<file path="config.mk">
export PLATFORM = sky130hd
export DESIGN_NAME = dma_burst_master
export DESIGN_NICKNAME = d
export VERILOG_FILES = /design/src/rtl/dma_burst_master_pkg.sv /design/src/rtl/dma_burst_master_dpath.sv /design/src/rtl/dma_burst_master_ctrl.sv /design/src/rtl/dma_burst_master.sv
export SDC_FILE = /design/constraint.sdc
export NUM_CORES = 1
export LEC_CHECK = 0
export ABC_CLOCK_PERIOD_IN_PS = 1900
export BUFFER_PORTS_ARGS = -buffer_cell sky130_fd_sc_hd__buf_4
export CAP_MARGIN = 20
export CORE_ASPECT_RATIO = 1.5
export CORE_MARGIN = 1
export CORE_UTILIZATION = 44
export CTS_CLUSTER_SIZE = 12
export DETAILED_ROUTE_END_ITERATION = 7
export PLACE_DENSITY_LB_ADDON = 0.15
export SLEW_MARGIN = 20
export SYNTH_ARGS = -nofsm -noshare
export SYNTH_HDL_FRONTEND = slang
export SYNTH_SLANG_ARGS = --single-unit
</file>
<file path="constraint.sdc">
create_clock -name clk -period 1.9 [get_ports clk]
set_input_delay 0.19 -clock clk [delete_from_list [all_inputs] [get_ports clk]]
set_output_delay 0.19 -clock clk [all_outputs]
set_load 0.02 [all_outputs]
</file>
<file path="src/rtl/dma_burst_master_pkg.sv">
package dma_burst_master_pkg;

  typedef enum logic [2:0] {
    ST_IDLE,
    ST_WAIT,
    ST_REQ,
    ST_XFER,
    ST_REL,
    ST_GAP
  } dmaState_e;

  typedef struct packed {
    logic load;
    logic write;
  } dpStrobe_t;

endpackage

</file>
<file path="src/rtl/dma_burst_master_dpath.sv">
module dma_burst_master_dpath
  import dma_burst_master_pkg::*;
#(
  parameter int AW = 16,
  parameter int DW = 16,
  parameter int LW = 8
) (
  input  logic          clk,
  input  logic          rstN,
  input  dpStrobe_t     strb,
  input  logic          drive,
  input  logic [AW-1:0] baseAddr,
  input  logic [LW-1:0] xferLen,
  input  logic [DW-1:0] perData,
  output logic [AW-1:0] memAddr,
  output logic [DW-1:0] memData,
  output logic          remZero,
  output logic          remOne
);

  localparam logic [LW-1:0] LEN_ONE  = LW'(1);
  localparam logic [AW-1:0] ADDR_ONE = AW'(1);

  logic [AW-1:0] addrQ;
  logic [LW-1:0] remQ;

  always_ff @(posedge clk) begin
    if (!rstN) begin
      addrQ <= '0;
      remQ  <= '0;
    end else if (strb.load) begin
      addrQ <= baseAddr;
      remQ  <= xferLen;
    end else if (strb.write) begin
      addrQ <= addrQ + ADDR_ONE;
      remQ  <= remQ - LEN_ONE;
    end
  end

  assign remZero = (remQ == '0);
  assign remOne  = (remQ == LEN_ONE);

  // bus outputs modelled as released (zero) whenever not driven
  assign memAddr = drive ? addrQ   : '0;
  assign memData = drive ? perData : '0;

endmodule

</file>
<file path="src/rtl/dma_burst_master_ctrl.sv">
module dma_burst_master_ctrl
  import dma_burst_master_pkg::*;
(
  input  logic      clk,
  input  logic      rstN,
  input  logic      start,
  input  logic      burstMode,
  input  logic      perReady,
  input  logic      busAck,
  input  logic      remZero,
  input  logic      remOne,
  output dpStrobe_t strb,
  output logic      busReq,
  output logic      busDrive,
  output logic      done
);

  dmaState_e st, nxt;
  logic doneQ;

  always_ff @(posedge clk) begin
    if (!rstN) begin
      st    <= ST_IDLE;
      doneQ <= 1'b0;
    end else begin
      st    <= nxt;
      doneQ <= (st == ST_WAIT) && remZero;
    end
  end

  always_comb begin
    nxt      = st;
    strb     = '0;
    busReq   = 1'b0;
    busDrive = 1'b0;
    case (st)
      ST_IDLE: begin
        if (start) begin
          strb.load = 1'b1;
          nxt       = ST_WAIT;
        end
      end
      ST_WAIT: begin
        if (remZero)       nxt = ST_IDLE;
        else if (perReady) nxt = ST_REQ;
      end
      ST_REQ: begin
        busReq = 1'b1;
        if (busAck) nxt = ST_XFER;
      end
      ST_XFER: begin
        busReq = 1'b1;
        if (!busAck) begin
          nxt = ST_GAP;                 // grant withdrawn: release at once
        end else begin
          busDrive = 1'b1;
          if (perReady && !remZero) begin
            strb.write = 1'b1;
            if (!burstMode || remOne) nxt = ST_REL;
          end else begin
            nxt = ST_REL;               // buffer drained
          end
        end
      end
      ST_REL: begin
        busReq = 1'b1;                  // bus already released, request held one cycle
        nxt    = ST_GAP;
      end
      ST_GAP: begin
        if (!busAck) nxt = ST_WAIT;
      end
      default: nxt = ST_IDLE;
    endcase
  end

  assign done = doneQ;

endmodule

</file>
<file path="src/rtl/dma_burst_master.sv">
module dma_burst_master
  import dma_burst_master_pkg::*;
#(
  parameter int AW = 16,
  parameter int DW = 16,
  parameter int LW = 8
) (
  input  logic          clk,
  input  logic          rstN,
  input  logic          start,
  input  logic [AW-1:0] baseAddr,
  input  logic [LW-1:0] xferLen,
  input  logic          burstMode,
  input  logic          perReady,
  input  logic [DW-1:0] perData,
  output logic          perRdEn,
  output logic          busReq,
  input  logic          busAck,
  output logic          busDrive,
  output logic [AW-1:0] memAddr,
  output logic [DW-1:0] memData,
  output logic          memWe,
  output logic          done
);

  dpStrobe_t strb;
  logic remZero, remOne;

  dma_burst_master_ctrl u_ctrl (
    .clk      (clk),
    .rstN     (rstN),
    .start    (start),
    .burstMode(burstMode),
    .perReady (perReady),
    .busAck   (busAck),
    .remZero  (remZero),
    .remOne   (remOne),
    .strb     (strb),
    .busReq   (busReq),
    .busDrive (busDrive),
    .done     (done)
  );

  dma_burst_master_dpath #(.AW(AW), .DW(DW), .LW(LW)) u_dpath (
    .clk     (clk),
    .rstN    (rstN),
    .strb    (strb),
    .drive   (busDrive),
    .baseAddr(baseAddr),
    .xferLen (xferLen),
    .perData (perData),
    .memAddr (memAddr),
    .memData (memData),
    .remZero (remZero),
    .remOne  (remOne)
  );

  assign memWe   = strb.write;
  assign perRdEn = strb.write;

endmodule

</file>
==> results.yml, run 1 <==
worst_setup_path:
  timing.reg2reg.worst_path_depth: 6
  cp.required_ns: 1.71
  worstPathMaxFanout: 5
  worst_setup_ep_type: "output port"
  crit_path_start: "u_dpath.remQ[1]$_SDFFE_PN0P_"
  setup_cp_type: "reg2out"
  worst_r2r_endpoint: "u_ctrl.st[0]$_SDFFE_PN0P_"
  crit_arrival_ns: 1.78
  regToRegStartpoint: "u_dpath.remQ[1]$_SDFFE_PN0P_"
  timing.reg2reg.setup_slack_ns: -0.02
  timing.critical_path.cells: "inv_2, ha_4, or4b_4, o211ai_4, inv_4, buf_6"
  critical_path.startpoint_type: "flop"
  timing.critical_path.slowest_stage_cell: "sky130_fd_sc_hd__or4b_4"
  cp_num_buf_inv: 3
  critPathMaxStageDelay_ns: 0.50
  critical_path.top_delay_family: "simple AND/OR/NAND/NOR gates"
floorplan:
  die_y_um: 85.7
  io_pins: 83
  floorplan.rows: 30
  fp.dieArea_um2: 4960
  start_util_pct: 45.7
  design.core.area_um2: 4500
  chip_width_um: 57.8
run:
  max-cap-violations: 0
cts:
  numClockSinks: 28
  cts_htree_levels: 1
  clkSlewWorstSetupHoldPaths_ns: 0.10
  worst_skew_pair.late_latency_ns: 0.27
  holdBufCountCts: 0
  clock_tree.buffer_depth: 2
  clock_root_buffer: "sky130_fd_sc_hd__clkbuf_8"
  cts_buffers: 3
  clock_tree_from_tritoncts: "yes"
logic_synthesis:
  synth_top_area_cell: "sky130_fd_sc_hd__dfxtp_1"
  seq_area_frac_synth_pct: 27.3
  post_synth_instance_area_um2: 2060
  dominantRegCellSynth: "sky130_fd_sc_hd__dfxtp_1"
  synth_edf_count: 0
  synthesized_area_per_cell_um2: 7.88
  synth.lib_cells_used.distinct: 56
  synth_warnings: 0
  yosys-top-cells-area: "sky130_fd_sc_hd__dfxtp_1 (27%), sky130_fd_sc_hd__and2_1 (9.7%), sky130_fd_sc_hd__o21ai_0 (5.8%)"
  synth-seq-cells: 28
  net_count_after_synthesis: 311
  synth_async_sr_flop_share_pct: 0
  syn-instance-count: 261
  synth_top_area_share_pct: 27.3
grt:
  maximum_number_of_pins_on_one_net_before_global_route_repair: 36
  number_of_antenna_violations_at_the_first_check_in_global_routing: 0
  first_global_vias: 2154
  grt.total_usage_pct: 23.6
  grt_first_pass_wirelength_um: 9380
  globalRouteOverflowTotal: 0
power_and_ir_drop:
  p_sw_w: 0.00119
  power_density_nw_per_um2: 916
  power.ir.vdd_worst_mv: 0.592
  design_power_total_w: 0.00284
  pwr-share-clk_pct: 11.5
  power.share.switching_pct: 42.1
  combinationalPowerShare_pct: 55.2
  power_frac_seq_pct: 33.3
  power.internal_w: 0.00164
  static-leakage-power_nw: 1.32
placed_design:
  port_buffers: 82
  placedCellCount: 399
  dp_slack_ns: -0.00431
  detailed_place_hpwl_um: 4340
  place_congestion: 0.860
layout:
  most_frequent_cells_in_the_layout: "sky130_fd_sc_hd__buf_4 (108), sky130_fd_sc_hd__and2_1 (32), sky130_fd_sc_hd__dfxtp_1 (26), sky130_fd_sc_hd__o21ai_0 (23)"
  layout_commonest_cell: "sky130_fd_sc_hd__buf_4"
  nNetsFinal: 412
  n_antenna_cell: 0
  finish.cell_count_without_fillers: 408
  layout-area-overhead-vs-synth_pct: 50.5
  final_layout_size_suffix_gt1_share_pct: 43.3
run_status:
  violations: "DRC, setup timing"
  run_status: "finished with violations"
detailed_routing:
  route.detailed.vias_per_inst: 5.74
  drtAntennaViolNets: 0
  first_pass_iters: 6
  detail_route.wl_per_cell_um: 14.7
  dr.first_iter.drc_count: 98
  vias: 2341
  drt_drc_violations_left: 4
  routed_wirelength_um: 5990
sta:
  final.setup.worst_slack_ns: -0.0672
  worst-slew-pin-transition_ns: 0.474
  post-route-period-util_pct: 104
  timing_hold_violations_final: 0
  rsz0062_at_grt: "true"
  timing.final.crit_period_ns: 1.97
  report.final.setup_viol: 4
  slew_headroom_pct: 68.2
  fmax_mhz: 508
  timing.final.max_slew_violations: 0
  clock_skew_ns: 0.00766
worst_hold_path:
  hold_path.startpoint: "baseAddr[5]"
  hold_class: "in2reg"
  hold_path_end: "u_dpath.addrQ[5]$_SDFFE_PN0P_"
  whs_path_depth: 3
-- flip-flops by register name, summed over array words and instances, names as in the netlist --
name,flops
u_ctrl.done,1
u_dpath.remQ,8
u_dpath.addrQ,16
u_ctrl.st,3
-- timing repair --
item,in CTS,in global routing
gates resized for setup,6,26
endpoints found under the setup margin,10,25
buffers inserted,4,2
pin swaps,4,20
-- tightest hold or removal path, cell delays in order --
cell,delay [ns]
sky130_fd_sc_hd__buf_4,0.08
sky130_fd_sc_hd__a31oi_1,0.07
sky130_fd_sc_hd__nand3_1,0.06
-- synth_stat cells (3+ instances only) --
master and count:
sky130_fd_sc_hd__xnor2_1 3, sky130_fd_sc_hd__nor4_1 3, sky130_fd_sc_hd__or3_1 5, sky130_fd_sc_hd__o21ai_1 3
sky130_fd_sc_hd__a21oi_1 7, sky130_fd_sc_hd__a211oi_1 4, sky130_fd_sc_hd__nand4_1 6, sky130_fd_sc_hd__or4_2 4
sky130_fd_sc_hd__nand2_1 14, sky130_fd_sc_hd__nor3_1 4, sky130_fd_sc_hd__clkbuf_1 13, sky130_fd_sc_hd__or4_1 5
sky130_fd_sc_hd__nand3_1 10, sky130_fd_sc_hd__o21ai_0 24, sky130_fd_sc_hd__ha_1 4, sky130_fd_sc_hd__or3_2 3
sky130_fd_sc_hd__or2_2 4, sky130_fd_sc_hd__inv_1 6, sky130_fd_sc_hd__and2_1 32, sky130_fd_sc_hd__and4_1 3
sky130_fd_sc_hd__a31oi_1 14, sky130_fd_sc_hd__o31ai_1 9, sky130_fd_sc_hd__nor2_1 12, sky130_fd_sc_hd__dfxtp_1 28
-- power by group through the flow --
stage	combinational, W	clock [W]	sequential, W
finish	0.00157	0.000325	0.000946
global route	0.00171	0.000351	0.000971
CTS	0.00145	0.000327	0.000929
detailed placement	0.00138	0	0.000942
global placement	0.00137	0	0.000937
floorplan	0.000904	0	0.000917
-- layout make-up --
class / count / area [um^2]
clock buffers: 3 / 41.3
multi-input cells: 205 / 1500
fillers: 384 / 1410
repair buffers: 116 / 901
flip-flops and latches: 28 / 563
well taps: 48 / 60.1
inverters: 8 / 33.8
-- cell families (layout without fill, tap and decap cells) --
logic type | Yosys count | count (layout) | synth area share [%]
flops | 28 | 28 | 27.3
simple gates | 119 | 119 | 36.6
mux | 3 | 3 | 1.52
compound gates | 76 | 76 | 24.6
buf+inv | 28 | 127 | 6.39
fa+ha+maj | 4 | 4 | 2.43
xor+xnor | 3 | 3 | 1.28
-- per-layer routing --
metal | wire [um] | global-route usage [%] | up-vias
met5 | 0 | 0 | -
met4 | 82 | 7.58 | 0
met3 | 223 | 2.87 | 8
met2 | 3330 | 45.6 | 54
met1 | 2350 | 25.8 | 1095
li1 | - | - | 1184
-- metrics by stage --
stage	setup TNS, ns	util [%]	hold WS [ns]	area (um^2)
4_1_cts	-0.266	65.7	0.161	2960
6_report	-0.158	68.8	0.157	3100
3_3_place_gp	0	63.5	0.434	2860
2_1_floorplan	0	-	0.334	2070
3_5_place_dp	-0.00839	63.5	0.443	2860
5_1_grt	-1.49	68.8	0.189	3100
-- how the worst max path moves through the flow --
stage                                   end  depth (start not counted)
5_1_grt                               memWe                          6
3_5_place_dp      u_ctrl.st[0]$_SDFFE_PN0P_                          6
6_report                            perRdEn                          6
4_1_cts                               memWe                          6
3_3_place_gp   u_dpath.remQ[2]$_SDFFE_PN0P_                          7
2_1_floorplan  u_dpath.remQ[2]$_SDFFE_PN0P_                          8
Note: power is estimated with default switching activity, not from simulation.
==> run 2: changes to the inputs <==
--- a/config.mk
+++ b/config.mk
@@ -8,7 +8,7 @@
 export ABC_CLOCK_PERIOD_IN_PS = 1900
 export BUFFER_PORTS_ARGS = -buffer_cell sky130_fd_sc_hd__buf_4
 export CAP_MARGIN = 20
-export CORE_ASPECT_RATIO = 1.5
+export CORE_ASPECT_RATIO = 1.75
 export CORE_MARGIN = 1
 export CORE_UTILIZATION = 44
 export CTS_CLUSTER_SIZE = 12
==> run 2 against run 1 <==
Fmax fell by 0.58%. Worst hold slack got worse by 0.0035 ns. Worst setup slack worse by 0.012 ns. Sequential power decreased by 0.5%. Clock skew increased by 0.0020 ns. Global-route usage rose by 1.8 points. Die area is 0.11% higher. Critical endpoint is now u_dpath.addrQ[13]$_SDFFE_PN0P_. Flip-flop and latch count stayed put. Register-to-register slack worse by 0.06 ns. Count of clock-buffer cells in the layout did not move. Power is 1.9% higher. Via count fell by 0.68%. The run ends with setup timing left.
==> results.yml, run 2 (synthesized netlist as in run 1, its figures left out) <==
worst_setup_path:
  critical_path.startpoint_type: "flop"
  crit_arrival_ns: 2.20
  critical_path.top_delay_family: "simple AND/OR/NAND/NOR gates"
  critPathMaxStageDelay_ns: 0.64
  worst_setup_ep_type: "flop"
  cp.required_ns: 2.12
  timing.critical_path.cells: "inv_2, ha_4, or4b_4, o211ai_4, buf_4, or4_2, a31oi_1"
  worstPathMaxFanout: 10
  cp_num_buf_inv: 2
  setup_cp_type: "reg2reg"
  timing.critical_path.slowest_stage_cell: "sky130_fd_sc_hd__or4_2"
sta:
  worst-slew-pin-transition_ns: 0.455
  report.final.setup_viol: 10
  slew_headroom_pct: 69.5
  timing.hold.ws_ns: 0.154
  clock_skew_ns: 0.00966
  rsz0062_at_grt: "true"
  post-route-period-util_pct: 104
  fmax_mhz: 505
  final.setup.worst_slack_ns: -0.0787
  timing.final.crit_period_ns: 1.98
  timing.final.max_slew_violations: 0
  timing_hold_violations_final: 0
detailed_routing:
  first_pass_iters: 4
  routed_wirelength_um: 5980
  dr.first_iter.drc_count: 55
  vias: 2325
  detail_route.wl_per_cell_um: 14.6
  route.detailed.vias_per_inst: 5.68
  drtAntennaViolNets: 0
  drt_drc_violations_left: 0
cts:
  clock_tree.buffer_depth: 2
  cts_buffers: 3
  clkSlewWorstSetupHoldPaths_ns: 0.11
  worst_skew_pair.late_latency_ns: 0.28
  holdBufCountCts: 0
  clock_tree_from_tritoncts: "yes"
  clock_root_buffer: "sky130_fd_sc_hd__clkbuf_8"
  cts_htree_levels: 1
  numClockSinks: 28
layout:
  layout.cell_area.non_filler_um2: 3020
  nNetsFinal: 409
  registers.top_by_ff_count: "u_dpath.addrQ"
  largest_reg_flops: 16
  fillerInstances: 415
  finish.cell_count_without_fillers: 409
  registers_with_the_most_flip_flops: "u_dpath.addrQ (16), u_dpath.remQ (8), u_ctrl.st (3)"
  layout_commonest_cell: "sky130_fd_sc_hd__buf_4"
  layout-area-overhead-vs-synth_pct: 46.8
  most_frequent_cells_in_the_layout: "sky130_fd_sc_hd__buf_4 (109), sky130_fd_sc_hd__and2_1 (32), sky130_fd_sc_hd__dfxtp_1 (26), sky130_fd_sc_hd__o21ai_0 (23)"
  final_layout_size_suffix_gt1_share_pct: 41.3
  postLayoutCoreUtil_pct: 68.0
  n_antenna_cell: 0
grt:
  grt.total_usage_pct: 25.4
  first_global_vias: 2167
  number_of_antenna_violations_at_the_first_check_in_global_routing: 0
  maximum_number_of_pins_on_one_net_before_global_route_repair: 36
  grt_first_pass_wirelength_um: 9650
  globalRouteOverflowTotal: 0
power_and_ir_drop:
  power_density_nw_per_um2: 957
  power.ir.vdd_worst_mv: 0.704
  static-leakage-power_nw: 1.31
floorplan:
  die_y_um: 92.5
  floorplan.rows: 32
  start_util_pct: 46.3
  chip_width_um: 53.7
  design.core.area_um2: 4440
  fp.dieArea_um2: 4960
  io_pins: 83
placed_design:
  detailed_place_hpwl_um: 4440
  port_buffers: 82
  placedCellCount: 400
  place_congestion: 0.864
  post_dp_cell_area_um2: 2850
run_status:
  run_status: "finished with violations"
  violations: "setup timing"
worst_hold_path:
  hold_class: "in2reg"
run:
  max-cap-violations: 0
run 2: cell types whose count changed in the layout (fill, tap and decap cells not counted), moves of 4 or more:
cell	delta
sky130_fd_sc_hd__buf_6	-4
sky130_fd_sc_hd__o31ai_1	+4
sky130_fd_sc_hd__or4_4	-4
sky130_fd_sc_hd__or4_2	+4
run 2: power by group:
part	internal [W]	switching (W)	leakage (nW)
Sequential	0.000758	0.000183	0.232
Combinational	0.000682	0.000781	1.04
Clock	0.000282	0.000205	0.0357
run 2: final cells by class:
type	instances	area [um^2]	area share, %
sequential	28	563	18.6
clock buffer	3	41.3	1.37
inverter	8	33.8	1.12
timing repair buffer	113	863	28.6
tap	51	63.8	2.11
clock inverter	1	30.0	0.994
multi-input combinational	205	1430	47.2
run 2: worst paths after layout:
| path | start | to | slack, ns | depth (start not counted) |
|---|---|---|---|---|
| max reg2reg | u_dpath.remQ[1]$_SDFFE_PN0P_ | u_dpath.addrQ[13]$_SDFFE_PN0P_ | -0.08 | 7 |
| max | u_dpath.remQ[1]$_SDFFE_PN0P_ | u_dpath.addrQ[13]$_SDFFE_PN0P_ | -0.08 | 7 |
| min | baseAddr[5] | u_dpath.addrQ[5]$_SDFFE_PN0P_ | 0.15 | 3 |
| min reg2reg | u_dpath.addrQ[12]$_SDFFE_PN0P_ | u_dpath.addrQ[12]$_SDFFE_PN0P_ | 0.51 | 2 |
run 2: per-stage QoR:
| stage | TNS, ns | worst slack, ns | total power [W] |
|---|---|---|---|
| after floorplan | 0 | 0.0104 | 0.00182 |
| after global placement | 0 | 0.000857 | 0.00227 |
| after detailed placement | -0.0882 | -0.0540 | 0.00230 |
| after CTS | -0.576 | -0.0771 | 0.00284 |
| after global routing | -1.26 | -0.129 | 0.00309 |
| final | -0.436 | -0.0787 | 0.00289 |
run 2: worst register-to-register path: cells and delay by family, from the launching register on:
kind / cells / cell delay [ns]
and+or+nand+nor: 2 / 0.89
buffers and inverters: 2 / 0.24
adders and majority gates: 1 / 0.15
DFF: 1 / 0.35
AOI/OAI and AO/OA: 2 / 0.28
run 2: timing repair:
action,in CTS,in global routing
setup buffers,4,1
setup endpoints to repair,14,26
gates resized for setup,5,9
pin swaps,1,8
run 2: routing by layer:
layer	up-vias	global-route usage (%)	part of all wire, %
met1	1095	28.2	39
met2	51	46.8	55
met3	14	1.64	2.6
met5	-	0	0
li1	1165	-	-
met4	0	9.65	2.5
